**config.mk**
```make
export PLATFORM = sky130hd
export DESIGN_NAME = memwin_port
export DESIGN_NICKNAME = d
export VERILOG_FILES = /design/src/rtl/memwin_pkg.sv /design/src/rtl/memwin_decode.sv /design/src/rtl/memwin_addr.sv /design/src/rtl/memwin_pair.sv /design/src/rtl/memwin_seq.sv /design/src/rtl/memwin_port.sv
export SDC_FILE = /design/constraint.sdc
export NUM_CORES = 1
export LEC_CHECK = 0
export BUFFER_PORTS_ARGS = -buffer_cell sky130_fd_sc_hd__clkbuf_2
export CAP_MARGIN = 20
export CORE_AREA = 2 2 215 175
export CTS_CLUSTER_DIAMETER = 120
export DETAILED_ROUTE_END_ITERATION = 10
export DIE_AREA = 0 0 217 177
export PLACE_DENSITY = 0.45
export SLEW_MARGIN = 10
export SYNTH_ARGS = -nofsm -noshare
export SYNTH_HDL_FRONTEND = slang
export SYNTH_HIERARCHICAL = 1
export SYNTH_SLANG_ARGS = --single-unit
```
**constraint.sdc**
```tcl
create_clock -name clk -period 3.4 [get_ports clk]
set_clock_uncertainty 0.2 [all_clocks]
set_input_delay 0.51 -clock clk [delete_from_list [all_inputs] [get_ports clk]]
set_output_delay 0.51 -clock clk [all_outputs]
set_load 0.02 [all_outputs]
```
**src/rtl/memwin_pkg.sv**
```systemverilog
package memwin_pkg;
  localparam int OFF_W = 3;

  localparam logic [OFF_W-1:0] OFF_ADDR_LO = 3'd0;
  localparam logic [OFF_W-1:0] OFF_ADDR_HI = 3'd1;
  localparam logic [OFF_W-1:0] OFF_CTRL    = 3'd2;
  localparam logic [OFF_W-1:0] OFF_DATA    = 3'd4;
  localparam logic [OFF_W-1:0] OFF_ILO     = 3'd5;
  localparam logic [OFF_W-1:0] OFF_RCLR    = 3'd6;

  localparam int CTRL_AUTOINC = 0;
  localparam int CTRL_INSTR   = 1;

  typedef enum logic [1:0] {SRC_SNAP, SRC_MEM_LO, SRC_MEM_HI, SRC_MEM_PAIR} rd_src_e;
  typedef enum logic [2:0] {SNAP_ZERO, SNAP_ALO, SNAP_AHI, SNAP_CTRL, SNAP_HOLD} snap_sel_e;

  typedef struct packed {
    logic      ld_lo;
    logic      ld_hi;
    logic      ld_ctrl;
    logic      strobe;
    logic      we;
    logic [1:0] be;
    logic      clr;
    logic      instr_addr;
    logic      step;
    logic      pair_set;
    logic      pair_clr;
    logic      buf_lo;
    logic      rd_en;
    rd_src_e   src;
    snap_sel_e snap;
  } dec_t;
endpackage

```
**src/rtl/memwin_decode.sv**
```systemverilog
module memwin_decode
  import memwin_pkg::*;
(
  input  logic             wr,
  input  logic             rd,
  input  logic [OFF_W-1:0] off,
  input  logic             instr_mode,
  input  logic             pair_pend,
  output dec_t             dec
);
  always_comb begin
    dec       = '0;
    dec.src   = SRC_SNAP;
    dec.snap  = SNAP_ZERO;
    dec.rd_en = rd && !wr;
    if (wr || rd) begin
      case (off)
        OFF_ADDR_LO: begin dec.ld_lo = wr;   dec.snap = SNAP_ALO;  end
        OFF_ADDR_HI: begin dec.ld_hi = wr;   dec.snap = SNAP_AHI;  end
        OFF_CTRL:    begin dec.ld_ctrl = wr; dec.snap = SNAP_CTRL; end
        OFF_DATA: begin
          dec.step = 1'b1;
          if (!instr_mode) begin
            dec.strobe = 1'b1;
            dec.we     = wr;
            dec.be     = 2'b01;
            dec.src    = SRC_MEM_LO;
          end else if (wr) begin
            dec.strobe     = 1'b1;
            dec.we         = 1'b1;
            dec.be         = pair_pend ? 2'b11 : 2'b10;
            dec.instr_addr = 1'b1;
            dec.pair_clr   = 1'b1;
          end else if (pair_pend) begin
            dec.snap     = SNAP_HOLD;
            dec.pair_clr = 1'b1;
          end else begin
            dec.strobe     = 1'b1;
            dec.be         = 2'b10;
            dec.instr_addr = 1'b1;
            dec.src        = SRC_MEM_HI;
          end
        end
        OFF_ILO: begin
          if (instr_mode) begin
            dec.pair_set = 1'b1;
            if (wr) begin
              dec.buf_lo = 1'b1;
            end else begin
              dec.strobe     = 1'b1;
              dec.be         = 2'b11;
              dec.instr_addr = 1'b1;
              dec.src        = SRC_MEM_PAIR;
            end
          end
        end
        OFF_RCLR: begin
          if (rd && !wr) begin
            dec.strobe = 1'b1;
            dec.be     = 2'b01;
            dec.clr    = 1'b1;
            dec.step   = 1'b1;
            dec.src    = SRC_MEM_LO;
          end
        end
        default: ;
      endcase
    end
  end
endmodule

```
**src/rtl/memwin_addr.sv**
```systemverilog
module memwin_addr
  import memwin_pkg::*;
#(
  parameter int HALF_W   = 16,
  parameter int FLAG_BIT = 22
) (
  input  logic                clk,
  input  logic                rst_n,
  input  logic                ld_lo,
  input  logic                ld_hi,
  input  logic                ld_ctrl,
  input  logic                step,
  input  logic                instr_view,
  input  logic [HALF_W-1:0]   wdata,
  output logic [2*HALF_W-1:0] addr_q,
  output logic [2*HALF_W-1:0] win_addr,
  output logic                autoinc,
  output logic                instr_mode,
  output logic                advance
);
  localparam int ADDR_W = 2 * HALF_W;

  function automatic logic [ADDR_W-1:0] instr_window(input logic [ADDR_W-1:0] n);
    return (n << 2) | (ADDR_W'(1) << FLAG_BIT);
  endfunction

  assign advance  = step && autoinc;
  assign win_addr = instr_view ? instr_window(addr_q) : addr_q;

  always_ff @(posedge clk) begin
    if (!rst_n) begin
      addr_q     <= '0;
      autoinc    <= 1'b0;
      instr_mode <= 1'b0;
    end else begin
      if (ld_lo)        addr_q[HALF_W-1:0]      <= wdata;
      else if (ld_hi)   addr_q[ADDR_W-1:HALF_W] <= wdata;
      else if (advance) addr_q                  <= addr_q + ADDR_W'(1);
      if (ld_ctrl) begin
        autoinc    <= wdata[CTRL_AUTOINC];
        instr_mode <= wdata[CTRL_INSTR];
      end
    end
  end
endmodule

```
**src/rtl/memwin_pair.sv**
```systemverilog
module memwin_pair #(
  parameter int HALF_W = 16
) (
  input  logic              clk,
  input  logic              rst_n,
  input  logic              pair_set,
  input  logic              pair_clr,
  input  logic              cancel,
  input  logic              buf_lo,
  input  logic              cap_hi,
  input  logic [HALF_W-1:0] wdata,
  input  logic [HALF_W-1:0] rhi,
  output logic              pair_pend,
  output logic [HALF_W-1:0] lo_buf,
  output logic [HALF_W-1:0] hi_hold
);
  always_ff @(posedge clk) begin
    if (!rst_n) begin
      pair_pend <= 1'b0;
      lo_buf    <= '0;
      hi_hold   <= '0;
    end else begin
      if (cancel || pair_clr) pair_pend <= 1'b0;
      else if (pair_set)      pair_pend <= 1'b1;
      if (buf_lo) lo_buf  <= wdata;
      if (cap_hi) hi_hold <= rhi;
    end
  end
endmodule

```
**src/rtl/memwin_seq.sv**
```systemverilog
module memwin_seq
  import memwin_pkg::*;
#(
  parameter int HALF_W = 16
) (
  input  logic                clk,
  input  logic                rst_n,
  input  logic                strobe,
  input  logic                we,
  input  logic [1:0]          be,
  input  logic                clr,
  input  logic [2*HALF_W-1:0] win_addr,
  input  logic [2*HALF_W-1:0] wdata,
  input  logic                rd_en,
  input  rd_src_e             src,
  input  logic [HALF_W-1:0]   snap_val,
  input  logic [2*HALF_W-1:0] mem_rdata,
  output logic                mem_req,
  output logic                mem_we,
  output logic [1:0]          mem_be,
  output logic [2*HALF_W-1:0] mem_addr,
  output logic [2*HALF_W-1:0] mem_wdata,
  output logic                clr_follow,
  output logic                host_rvalid,
  output logic [HALF_W-1:0]   host_rdata,
  output logic                cap_hi
);
  localparam int MEM_W = 2 * HALF_W;

  logic        rd1;
  rd_src_e     src1, src2;
  logic [HALF_W-1:0] snap1, snap2;

  always_ff @(posedge clk) begin
    if (!rst_n) begin
      mem_req    <= 1'b0;
      mem_we     <= 1'b0;
      mem_be     <= '0;
      mem_addr   <= '0;
      mem_wdata  <= '0;
      clr_follow <= 1'b0;
    end else if (strobe) begin
      mem_req    <= 1'b1;
      mem_we     <= we;
      mem_be     <= be;
      mem_addr   <= win_addr;
      mem_wdata  <= wdata;
      clr_follow <= clr;
    end else if (clr_follow) begin
      mem_req    <= 1'b1;
      mem_we     <= 1'b1;
      mem_be     <= 2'b01;
      mem_wdata  <= '0;
      clr_follow <= 1'b0;
    end else begin
      mem_req    <= 1'b0;
      mem_we     <= 1'b0;
      clr_follow <= 1'b0;
    end
  end

  always_ff @(posedge clk) begin
    if (!rst_n) begin
      rd1         <= 1'b0;
      host_rvalid <= 1'b0;
      src1        <= SRC_SNAP;
      src2        <= SRC_SNAP;
      snap1       <= '0;
      snap2       <= '0;
    end else begin
      rd1         <= rd_en;
      src1        <= src;
      snap1       <= snap_val;
      host_rvalid <= rd1;
      src2        <= src1;
      snap2       <= snap1;
    end
  end

  always_comb begin
    host_rdata = '0;
    if (host_rvalid) begin
      case (src2)
        SRC_SNAP:   host_rdata = snap2;
        SRC_MEM_HI: host_rdata = mem_rdata[MEM_W-1:HALF_W];
        default:    host_rdata = mem_rdata[HALF_W-1:0];
      endcase
    end
  end

  assign cap_hi = host_rvalid && (src2 == SRC_MEM_PAIR);
endmodule

```
**src/rtl/memwin_port.sv**
```systemverilog
module memwin_port
  import memwin_pkg::*;
#(
  parameter int HALF_W         = 16,
  parameter int INSTR_FLAG_BIT = 22
) (
  input  logic                clk,
  input  logic                rst_n,
  input  logic                host_wr,
  input  logic                host_rd,
  input  logic [OFF_W-1:0]    host_off,
  input  logic [HALF_W-1:0]   host_wdata,
  output logic [HALF_W-1:0]   host_rdata,
  output logic                host_rvalid,
  output logic                mem_req,
  output logic                mem_we,
  output logic [1:0]          mem_be,
  output logic [2*HALF_W-1:0] mem_addr,
  output logic [2*HALF_W-1:0] mem_wdata,
  input  logic [2*HALF_W-1:0] mem_rdata
);
  localparam int ADDR_W = 2 * HALF_W;
  localparam int MEM_W  = 2 * HALF_W;

  dec_t              dec;
  logic [ADDR_W-1:0] addr_q, win_addr;
  logic              autoinc, instr_mode, advance;
  logic              pair_pend, cap_hi, clr_follow, cancel;
  logic [HALF_W-1:0] lo_buf, hi_hold, snap_val;
  logic [MEM_W-1:0]  strobe_wdata;

  memwin_decode u_dec (
    .wr(host_wr), .rd(host_rd), .off(host_off),
    .instr_mode(instr_mode), .pair_pend(pair_pend), .dec(dec)
  );

  memwin_addr #(.HALF_W(HALF_W), .FLAG_BIT(INSTR_FLAG_BIT)) u_addr (
    .clk(clk), .rst_n(rst_n),
    .ld_lo(dec.ld_lo), .ld_hi(dec.ld_hi), .ld_ctrl(dec.ld_ctrl),
    .step(dec.step), .instr_view(dec.instr_addr), .wdata(host_wdata),
    .addr_q(addr_q), .win_addr(win_addr),
    .autoinc(autoinc), .instr_mode(instr_mode), .advance(advance)
  );

  assign cancel = dec.ld_lo || dec.ld_hi || dec.ld_ctrl;

  memwin_pair #(.HALF_W(HALF_W)) u_pair (
    .clk(clk), .rst_n(rst_n),
    .pair_set(dec.pair_set), .pair_clr(dec.pair_clr), .cancel(cancel),
    .buf_lo(dec.buf_lo), .cap_hi(cap_hi), .wdata(host_wdata),
    .rhi(mem_rdata[MEM_W-1:HALF_W]),
    .pair_pend(pair_pend), .lo_buf(lo_buf), .hi_hold(hi_hold)
  );

  always_comb begin
    strobe_wdata = '0;
    if (dec.we) begin
      case (dec.be)
        2'b11:   strobe_wdata = {host_wdata, lo_buf};
        2'b10:   strobe_wdata = {host_wdata, {HALF_W{1'b0}}};
        default: strobe_wdata = {{HALF_W{1'b0}}, host_wdata};
      endcase
    end
  end

  always_comb begin
    case (dec.snap)
      SNAP_ALO:  snap_val = addr_q[HALF_W-1:0];
      SNAP_AHI:  snap_val = addr_q[ADDR_W-1:HALF_W];
      SNAP_CTRL: snap_val = HALF_W'({instr_mode, autoinc});
      SNAP_HOLD: snap_val = hi_hold;
      default:   snap_val = '0;
    endcase
  end

  memwin_seq #(.HALF_W(HALF_W)) u_seq (
    .clk(clk), .rst_n(rst_n),
    .strobe(dec.strobe), .we(dec.we), .be(dec.be), .clr(dec.clr),
    .win_addr(win_addr), .wdata(strobe_wdata),
    .rd_en(dec.rd_en), .src(dec.src), .snap_val(snap_val),
    .mem_rdata(mem_rdata),
    .mem_req(mem_req), .mem_we(mem_we), .mem_be(mem_be),
    .mem_addr(mem_addr), .mem_wdata(mem_wdata),
    .clr_follow(clr_follow), .host_rvalid(host_rvalid),
    .host_rdata(host_rdata), .cap_hi(cap_hi)
  );
endmodule

```
After elaboration in Yosys (flattened, before gate mapping)
Index checks and enable logic that the tools add are counted.

operators by class
  equality and inequality tests = 14
  add/sub/neg operators = 1
  bitwise logic cells = 2
  mux-type cells = 57
  reduce and logical (&&, ||, !) cells = 18

operators with widths
  operator                                                               count
  32-bit two-way mux                                                     5
  16-bit two-way mux                                                     4
  16-bit one-hot mux with 4 select lines                                 1
  32-bit one-hot mux with 2 select lines                                 1
  32-bit by 1-bit adder with 32-bit output, second input constant        1
  16-bit one-hot mux with 2 select lines                                 1
  1-bit two-way mux                                                      25
  2-bit two-way mux                                                      8
  13-bit two-way mux                                                     1
  3-bit equality test, second input constant                             4
  2-bit one-hot mux with 3 select lines                                  2
  3-bit one-hot mux with 4 select lines                                  1
  3-bit by 2-bit equality test with 1-bit output, second input constant  3
  3-bit two-way mux                                                      3
  2-bit equality test, second input constant                             4
  3-bit by 1-bit equality test with 1-bit output, second input constant  2
  2-bit AND reduction                                                    3
  2-bit nonzero test                                                     3
  5-bit two-way mux                                                      1
  1-bit logical OR                                                       4
  4-bit two-way mux                                                      1
  1-bit one-hot mux with 2 select lines                                  2
  4-bit AND reduction                                                    1
  1-bit logical AND                                                      3
  7 further kinds                                                        8

word-level totals
  word-level logic and storage cells = 111
  flip-flop bits (word level) = 174
  output and inout port bits = 85
  bits of input ports = 55

Depth between registers and ports, before layout
Gate-level depths: netlist (run 1).

  word-level depth = 9
  mapped depth = 12
  depth with buffers taken out = 9

Cells and area by module
Netlist (run 1), hierarchy kept.

modules (own cells, without submodules)
  module         sequential area each (um2)  area an instance (um2)  instances  cells each
  memwin_seq     2142.1                      4277.9                  1          395
  memwin_addr    680.7                       2472.4                  1          311
  memwin_pair    660.6                       1267.5                  1          106
  memwin_port    0.0                         985.9                   1          138
  memwin_decode  0.0                         302.8                   1          45

Worst setup path before layout (run 1)
Ideal clock, no wire load.

  path kind = input-to-reg
  from = in host_off[2]
  to = reg u_addr.addr_q[24]
  stages on the path = 9
  setup time = 0.123 ns
  path buffers = 3
  slack = 0.611 ns
  arrival = 2.466 ns
  required time = 3.077 ns
  cells stage by stage = buf_4 -> nor4b_1 -> inv_1 -> o21ai_0 -> buf_2 -> buf_2 -> nor2_1 -> a31oi_1 -> nand3b_1

RTL lines
  what                            RTL line           text
  start: declaration              memwin_port.sv:11  input logic [OFF_W-1:0] host_off,
  end signal: indexed assignment  memwin_addr.sv:36  if (ld_lo) addr_q[HALF_W-1:0] <= wdata;
  end signal: indexed assignment  memwin_addr.sv:37  else if (ld_hi) addr_q[ADDR_W-1:HALF_W] <= wdata;
  end signal: assignment          memwin_addr.sv:38  else if (advance) addr_q <= addr_q + ADDR_W'(1);
  end: declaration                memwin_addr.sv:15  output logic [2*HALF_W-1:0] addr_q,

Worst setup path in the final report (run 1)
  from = reg u_addr.addr_q[2]
  to = reg u_addr.addr_q[27]

between the ends
  cells in the longest elaborated chain, start to end = 3

RTL lines
  what                                      RTL line
  32-bit by 1-bit adder with 32-bit output  memwin_addr.sv:38
  32-bit two-way mux                        memwin_addr.sv:38
  16-bit two-way mux                        memwin_addr.sv:37

Every way passes these cells. The select of a mux whose other input is x is not followed.
A chain may end at the register's enable or synchronous reset.

==> results of run 1 <==
## flip-flops by register name, indices dropped and copies added (netlist names), 16 cells and up
signal,count
u_seq/snap2,16
u_pair/hi_hold,16
u_addr/addr_q,32
u_pair/lo_buf,16
u_seq/mem_wdata,32
u_seq/mem_addr,32
u_seq/snap1,16
## final timing paths
check	cells after the start	endpoint	start
min reg2reg	1	u_seq/src2[1]	u_seq/src1[1]
min	3	u_pair/hi_hold[1]	mem_rdata[17]
max reg2reg	5	u_addr/addr_q[27]	u_addr/addr_q[2]
max	5	u_addr/addr_q[27]	u_addr/addr_q[2]
## where the power goes
| part | internal [uW] | switching, uW | total [uW] |
|---|---|---|---|
| Sequential | 2070 | 73.0 | 2140 |
| Combinational | 150 | 201 | 351 |
| Clock | 1000 | 890 | 1890 |
| Total | 3220 | 1160 | 4390 |
## synth_stat cells, types with 4 or more instances
library cell  instances  area (sq um)
mux2_4                9           135
a211oi_1             11          82.6
buf_4                10          75.1
nor2_1               34           128
buf_2                23           115
nor2b_1              69           432
a21oi_1              21           105
nand2b_1             32           200
xnor2_1              10          87.6
or3b_1               33           289
nand4_1              14          87.6
mux2_2               32           360
nand2_1              69           259
clkbuf_1             37           139
nor4bb_1             13           130
o21ai_0              17          85.1
o211a_1              17           170
nor3_1                8          40.0
a21boi_1             49           368
xor2_1                5          43.8
a221o_1              13           130
and2_1               54           338
nor4_1                6          37.5
and3_1               25           156
clkbuf_2              4          20.0
mux2i_1              75           751
nand3_1              31           155
inv_1                 8          30.0
o22ai_1               4          25.0
dfxtp_1             174          3480
buf_6                 8          90.1
## cell families (layout without fill, tap and decap cells)
family / Yosys count / in the layout
buf+inv: 94 / 201
flops: 174 / 174
mux: 116 / 116
fa+ha+maj: 1 / 1
compound gates: 159 / 159
xor+xnor: 15 / 15
simple gates: 436 / 436
## layout make-up
type                       instances  area (sq um)
inverter                           9          33.8
tap                              487           609
fill                            3917         25500
sequential                       174          3480
multi-input combinational        727          5330
timing repair buffer             160           881
clock inverter                    11          81.3
clock buffer                      21           470
## critical path, cell delays in order (launching register included)
cell and delay [ns]:
dfxtp_1 0.62, nand4_4 0.21, nor3_4 0.54, nand3_1 0.34
or3_1 0.42, a21oi_1 0.14
## per-layer routing
layer	track usage, %	vias to the layer above
li1	-	3710
met1	22.8	3599
met2	21.5	181
met3	3.21	31
met4	4.02	4
met5	0	-
## metrics by stage
step                      instance area (sq um)  util [%]  setup slack (ns)
after detailed placement                  10300      28.4             0.588
after global routing                      10900      29.9             0.622
final                                     10900      29.9             0.857
after CTS                                 10900      29.9             0.863
after floorplan                            9310         -             0.611
after global placement                    10300      28.4             0.625
==> summary.txt, run 1 <==
Run status
  – Status: finished clean

Place
  – RePlAce Congestion: 0.822
  – DP HPWL: around 20 mm
  – Placed Cells: 1,557
  – I/O Buffers: between 100 and 150

Synthesis
  – Post-synthesis compound-gate area fraction: roughly an eighth
  – Syn Area/Cell: 9.35 sq um
  – Unique masters post-synth: 72
  – Main synth FF type: dfxtp_1
  – Post-synthesis simple-gate area fraction: 29.1%
  – Yosys reg bits: 174
  – Post-Synth Adder-Cell Area: 0.134%
  – Cell Area, Synth: 9310 sq um
  – Syn Nets: 1,051
  – Asr flop ratio synth: 0%
  – EDFF count, synth: 0
  – XOR/XNOR Fraction of Synth Area: 1.41%
  – Largest family of logic cells by synthesized area: simple AND/OR/NAND/NOR gates
  – Sequential area share after synthesis: 37.4%
  – Mux cell area share after synthesis: a little over an eighth
  – Syn Inst Count: 995
  – Number of synthesis warnings: 6

Floorplan
  – Initial Utilization: between 20% and 30%
  – Row cnt: 63
  – Die Ht: 177 um
  – Die area: slightly below 40,000 sq um
  – Ports: 140
  – Core area: 36,400 sq um
  – Die W: 217 um

Critical path
  – CP startpoint kind: flop
  – Worst EP arrival: ~2.7 ns
  – Critical path type: reg -> reg
  – CP Capture Type: flop
  – Reg2Reg Setup Slack: ~0.86 ns
  – Max FO, Critical Path: 13
  – Worst EP required: 3.57 ns

CTS
  – Post-CTS Setup Bufs: 0
  – Post-CTS Resized: 0
  – Hold buffer count at cts: 0
  – H-tree depth: 4
  – CTS Sinks: around 170
  – TritonCTS clock tree: done
  – Bufs on Longest Clock Path: 2
  – Worst-path clk slew: ~0.07 ns
  – Num CTS Buffers: 17
  – Root buf cell: clkbuf_16
  – Skew-Pair Late Insertion Delay: about 0.44 ns

GRT
  – Gr ovfl total: 0
  – Largest net degree at the start of global routing: 155
  – Initial antenna violation count: 3
  – Total GRT Usage: 15.1%
  – Vias in the first global route: roughly 7,300
  – Global-route wire length before repair: 45.0 mm

Pwr
  – Leak Pwr: 0.00432 uW
  – Peak supply drop: ~270 uV
  – Power Density: 403 nW/um^2
  – Power Total: 4390 uW

Route
  – DR iter-0 viols: roughly 560
  – Routed vias: 7,525
  – Antenna-violating nets left: 0
  – Metal2 WL: 11.7 mm
  – DRC: 0
  – DRT met1 WL: 15.2 mm
  – Pre-antenna DRT Iters: 5
  – Drt via density: about 4.7
  – Drt wl/cell: 18.1 um
  – Highest routed metal layer: met5
  – Routed met3 length: between 1 and 1.5 mm
  – Routed WL: 28.8 mm

STA
  – Worst-margin pin slew: 0.702 ns
  – Fin crit share: 74.8%
  – Highest Clock Rate: just under 400 MHz
  – Fin. Hold Viols: 0
  – Final hold slack: about 0.16 ns
  – RSZ-0062 raised after global routing: false
  – TNS Setup: 0 ns
  – Max transition margin: 53.2%
  – Final setup viols: 0
  – Fin crit period: 2.54 ns
  – Max Slew Vio Count: 0

Layout
  – Fin cells: about 1,600
  – Nets: 1,145
  – Fraction of final layout cells with drive strength greater than 1: 23.3%
  – Commonest non-fill, non-tap cell in the layout: dfxtp_1
  – Layout area overhead: 17.0%
  – Most frequent cells in the layout: dfxtp_1, clkbuf_2, mux2i_1
  – ANT cells: 0

Hold path
  – Worst min-delay path class: in -> reg

Flow run
  – Max-Cap Viols: 0
Note: power is estimated with default switching activity, not from simulation.
==> run 2: changes to the inputs <==
==> constraint.sdc (replaced) <==
create_clock -name clk -period 2.65 [get_ports clk]
set_clock_uncertainty 0.2 [all_clocks]
set_input_delay 0.3975 -clock clk [delete_from_list [all_inputs] [get_ports clk]]
set_output_delay 0.3975 -clock clk [all_outputs]
set_load 0.02 [all_outputs]
==> summary.txt, run 2 (synthesis results as in run 1) <==
Place
  – DP HPWL: 20.9 mm
  – I/O Buffers: 139
  – Placed Area: 10,700 sq um
  – RePlAce Congestion: 0.836

Layout
  – Commonest non-fill, non-tap cell in the layout: dfxtp_1
  – Most frequent cells in the layout: dfxtp_1, clkbuf_2, mux2i_1
  – ANT cells: 0
  – Layout area overhead: 21.1%
  – Design Area, Final: 11,300 sq um
  – Regs by FF count: u_addr/addr_q (32), u_seq/mem_addr (32), u_seq/mem_wdata (32)
  – Nets: around 1,200
  – Final Util: ~31%
  – Fraction of final layout cells with drive strength greater than 1: 25.6%
  – Fillers: 3,853

Critical path
  – Reg2Reg Setup Slack: 0.37 ns
  – Reg-to-reg startpoint: u_addr/instr_mode
  – Worst EP required: 2.05 ns
  – CP startpoint kind: flop
  – FF-to-FF End: u_seq/mem_addr[2]
  – Worst EP arrival: 1.77 ns
  – Critical path type: reg -> out
  – CP Capture Type: output port
  – R2r worst-path depth: 6
  – Max FO, Critical Path: 17

Floorplan
  – Initial Utilization: 25.6%
  – Die Ht: 177 um
  – Core area: 36,400 sq um
  – Ports: 140
  – Die area: 38,400 sq um
  – Row cnt: 63
  – Die W: 217 um

GRT
  – Gr ovfl total: 0
  – Vias in the first global route: 7,435
  – Largest net degree at the start of global routing: 55
  – Global-route wire length before repair: 45.5 mm
  – Total GRT Usage: 15.4%
  – Initial antenna violation count: 2

Route
  – DRC: 0
  – Pre-antenna DRT Iters: 6
  – Antenna-violating nets left: 0
  – Drt via density: 4.72
  – Drt wl/cell: about 18 um
  – Routed WL: 29.4 mm
  – DR iter-0 viols: 720
  – Routed vias: 7,663

CTS
  – CTS Sinks: between 150 and 200
  – Root buf cell: clkbuf_16
  – Skew-Pair Late Insertion Delay: approximately 0.43 ns
  – H-tree depth: 4
  – TritonCTS clock tree: done
  – Bufs on Longest Clock Path: 2
  – Post-CTS Resized: 0
  – Hold buffer count at cts: 0
  – Post-CTS Setup Bufs: 0
  – Worst-path clk slew: 0.07 ns
  – Num CTS Buffers: 17

Hold path
  – Min-delay src: mem_rdata[29]
  – WHS Path Cells: 3
  – Hold path endpoint: u_pair/hi_hold[13]
  – Worst min-delay path class: in -> reg

Pwr
  – Power Total: approximately 5900 uW
  – Power Density: 519 nW/um^2
  – Leak Pwr: ~0.0045 uW
  – Peak supply drop: 355 uV

STA
  – Fin crit period: 2.36 ns
  – Worst-margin pin slew: 0.914 ns
  – Final setup viols: 0
  – Fin crit share: 89.2%
  – Max transition margin: 38.8%
  – Fin. Hold Viols: 0
  – Highest Clock Rate: 423 MHz
  – TNS Setup: 0 ns
  – RSZ-0062 raised after global routing: false
  – Max Slew Vio Count: 0

Flow run
  – Max-Cap Viols: 0

Run status
  – Status: finished clean
-- run 2: worst max-delay path by stage --
stage / start / end / slack [ns] / cells after the start
floorplan: host_off[1] / u_seq/mem_addr[10] / 0.19 / 8
global placement: host_off[0] / u_addr/addr_q[27] / 0.07 / 9
detailed placement: host_off[0] / u_addr/addr_q[27] / 0.05 / 9
CTS: u_seq/src2[1] / host_rdata[5] / 0.23 / 4
global route: u_addr/instr_mode / u_seq/mem_addr[16] / 0.21 / 6
finish: u_seq/src2[1] / host_rdata[5] / 0.29 / 4
-- run 2: critical path, stage by stage (launching register included) --
cell and delay, ns:
dfxtp_1 0.31, buf_4 0.27, mux2_2 0.40, o211a_1 0.21, clkbuf_2 0.15
-- run 2: stage by stage --
step / std cells / worst slack, ns / hold WS (ns)
finish: 1624 / 0.286 / 0.0511
detailed placement: 1592 / 0.0535 / 0.219
CTS: 1624 / 0.234 / 0.0337
floorplan: 995 / 0.185 / 0.212
global route: 1624 / 0.206 / 0.0538
global placement: 1592 / 0.0688 / 0.217
-- run 2: final cells by class --
class                      count  area (sq um)  share of cell area (%)
multi-input combinational    727          5340                    47.4
inverter                       9          33.8                   0.300
tap                          487           609                    5.41
timing repair buffer         195          1210                    10.7
clock buffer                  20           447                    3.96
sequential                   174          3480                    30.9
clock inverter                12           151                    1.34
-- run 2: per-layer routing --
layer,track usage [%],up-vias,routed length [um]
li1,-,3794,-
met1,23.0,3646,15200
met2,21.9,199,12300
met3,3.57,20,1590
met4,3.48,4,269
met5,0,-,25
-- run 2: power breakdown --
part / total [uW] / leakage, uW / switching [uW] / internal, uW
combinational: 520 / 0.00283 / 303 / 217
sequential: 2720 / 0.00140 / 62.0 / 2660
clock: 2610 / 0.000290 / 1170 / 1450
==> run 3: changes to the inputs <==
--- a/config.mk
+++ b/config.mk
@@ -7,10 +7,10 @@
 export LEC_CHECK = 0
 export BUFFER_PORTS_ARGS = -buffer_cell sky130_fd_sc_hd__clkbuf_2
 export CAP_MARGIN = 20
-export CORE_AREA = 2 2 215 175
+export CORE_AREA = 2 2 222 169
 export CTS_CLUSTER_DIAMETER = 120
 export DETAILED_ROUTE_END_ITERATION = 10
-export DIE_AREA = 0 0 217 177
+export DIE_AREA = 0 0 224 171
 export PLACE_DENSITY = 0.45
 export SLEW_MARGIN = 10
 export SYNTH_ARGS = -nofsm -noshare
==> summary.txt, run 3 (synthesis results as in run 1) <==
Run status
  – Status: finished clean

Route
  – Antenna-violating nets left: 0
  – DR iter-0 viols: 639
  – Routed vias: 7,585
  – Routed WL: 29.4 mm
  – Pre-antenna DRT Iters: 4
  – DRC: 0
  – Drt wl/cell: approximately 18 um
  – Drt via density: 4.72

Place
  – Placed Cells: 1,574
  – I/O Buffers: 139
  – DP HPWL: 21.0 mm
  – RePlAce Congestion: 0.870

CTS
  – TritonCTS clock tree: done
  – Num CTS Buffers: 17
  – Bufs on Longest Clock Path: 2
  – Hold buffer count at cts: 0
  – Root buf cell: clkbuf_16
  – Skew-Pair Late Insertion Delay: 0.45 ns
  – H-tree depth: 4
  – Worst-path clk slew: 0.07 ns
  – Post-CTS Setup Bufs: 0
  – CTS Sinks: 174
  – Post-CTS Resized: 0

Critical path
  – Critical path type: reg -> out
  – Max FO, Critical Path: 17
  – Crit-path cells: buf_4 > nand2b_1 > o211a_1 > clkbuf_2
  – CP startpoint kind: flop
  – Worst EP arrival: 1.79 ns
  – CP Launch Point: u_seq/src2[0]
  – Worst EP required: 2.05 ns
  – CP delay by family, top: flip-flops
  – Crit-path max cell delay: 0.70 ns
  – Reg-to-reg startpoint: u_addr/addr_q[8]
  – WP buf/inv: 2
  – Slowest-stage cell, CP: dfxtp_1
  – CP Capture Type: output port

Floorplan
  – Die W: ~220 um
  – Core area: 36,400 sq um
  – Die Ht: 171 um
  – Initial Utilization: 25.6%
  – Ports: 140
  – Row cnt: 61
  – Die area: 38,300 sq um

GRT
  – Gr ovfl total: 0
  – Vias in the first global route: ~7,300
  – Largest net degree at the start of global routing: 73
  – Total GRT Usage: between 10% and 20%
  – Global-route wire length before repair: 45.3 mm
  – Initial antenna violation count: 1

STA
  – TNS Setup: 0 ns
  – Max Slew Vio Count: 0
  – Max transition margin: 36.6%
  – Fin. Hold Viols: 0
  – Final setup viols: 0
  – Fin crit share: roughly nine tenths
  – Worst-margin pin slew: between 0.9 and 1 ns
  – RSZ-0062 raised after global routing: false
  – Highest Clock Rate: about 420 MHz
  – Fin crit period: 2.39 ns

Layout
  – Fillers: around 3,800
  – Reg area: about 3500 sq um
  – Most frequent cells in the layout: dfxtp_1, clkbuf_2, mux2i_1
  – Nets: 1,177
  – Fraction of final layout cells with drive strength greater than 1: 25.4%
  – ANT cells: 0
  – Regs by FF count: u_addr/addr_q (32), u_seq/mem_addr (32), u_seq/mem_wdata (32)
  – Commonest non-fill, non-tap cell in the layout: dfxtp_1
  – Combined area of the multi-input logic cells: 5340 sq um
  – Layout area overhead: 20.2%
  – Fin cells: around 1,600

Hold path
  – Min-delay src: mem_rdata[30]
  – Worst min-delay path class: in -> reg

Pwr
  – Power Total: 5660 uW
  – Power Density: 506 nW/um^2
  – Peak supply drop: 371 uV
  – Leak Pwr: 0.00449 uW

Flow run
  – Max-Cap Viols: 0
[run 3: cell type report]
class,count,area share (%)
multi-input cells,727,47.7
inverters,9,0.302
clock buffers,19,3.87
well taps,472,5.28
repair buffers,192,10.6
clock inverters,13,1.10
flip-flops and latches,174,31.1
[run 3: worst paths after layout]
| check | depth (start not counted) | to | slack [ns] |
|---|---|---|---|
| worst min register to register | 1 | u_seq/src2[0] | 0.23 |
| worst max-delay path | 4 | host_rdata[10] | 0.26 |
| worst max register to register | 5 | u_addr/addr_q[26] | 0.31 |
| worst min-delay path | 3 | u_pair/hi_hold[14] | 0.03 |
[run 3: report_power, final]
part / switching [uW] / leakage (uW) / internal (uW)
Sequential: 55.3 / 0.00140 / 2660
Clock: 1180 / 0.000263 / 1240
Combinational: 310 / 0.00282 / 218
[run 3: per-stage QoR]
| step | setup slack [ns] | utilization (%) | instance area, sq um | hold slack [ns] |
|---|---|---|---|---|
| final | 0.263 | 30.7 | 11200 | 0.0342 |
| after global routing | 0.125 | 30.7 | 11200 | 0.0242 |
| after CTS | 0.201 | 30.7 | 11200 | 0.00784 |
| after detailed placement | 0.117 | 29.2 | 10600 | 0.217 |
| after global placement | 0.164 | 29.2 | 10600 | 0.218 |
| after floorplan | 0.185 | - | 9310 | 0.212 |
[run 3: layer usage]
metal / part of all wire (%) / global-route usage [%] / routed length [um] / vias to the layer above
met2: 39 / 21.2 / 11400 / 217
met5: 0 / 0 / 0 / -
met1: 54 / 24.1 / 16000 / 3566
li1: - / - / - / 3784
met4: 1.1 / 3.80 / 332 / 0
met3: 5.6 / 3.61 / 1660 / 18
[run 3: worst register-to-register path, cell delays in order, from the launching register on]
cell and delay (ns):
dfxtp_1 0.60, nand2_1 0.26, nor3_4 0.33, nand4_1 0.24, or4_1 0.54, o211ai_1 0.10
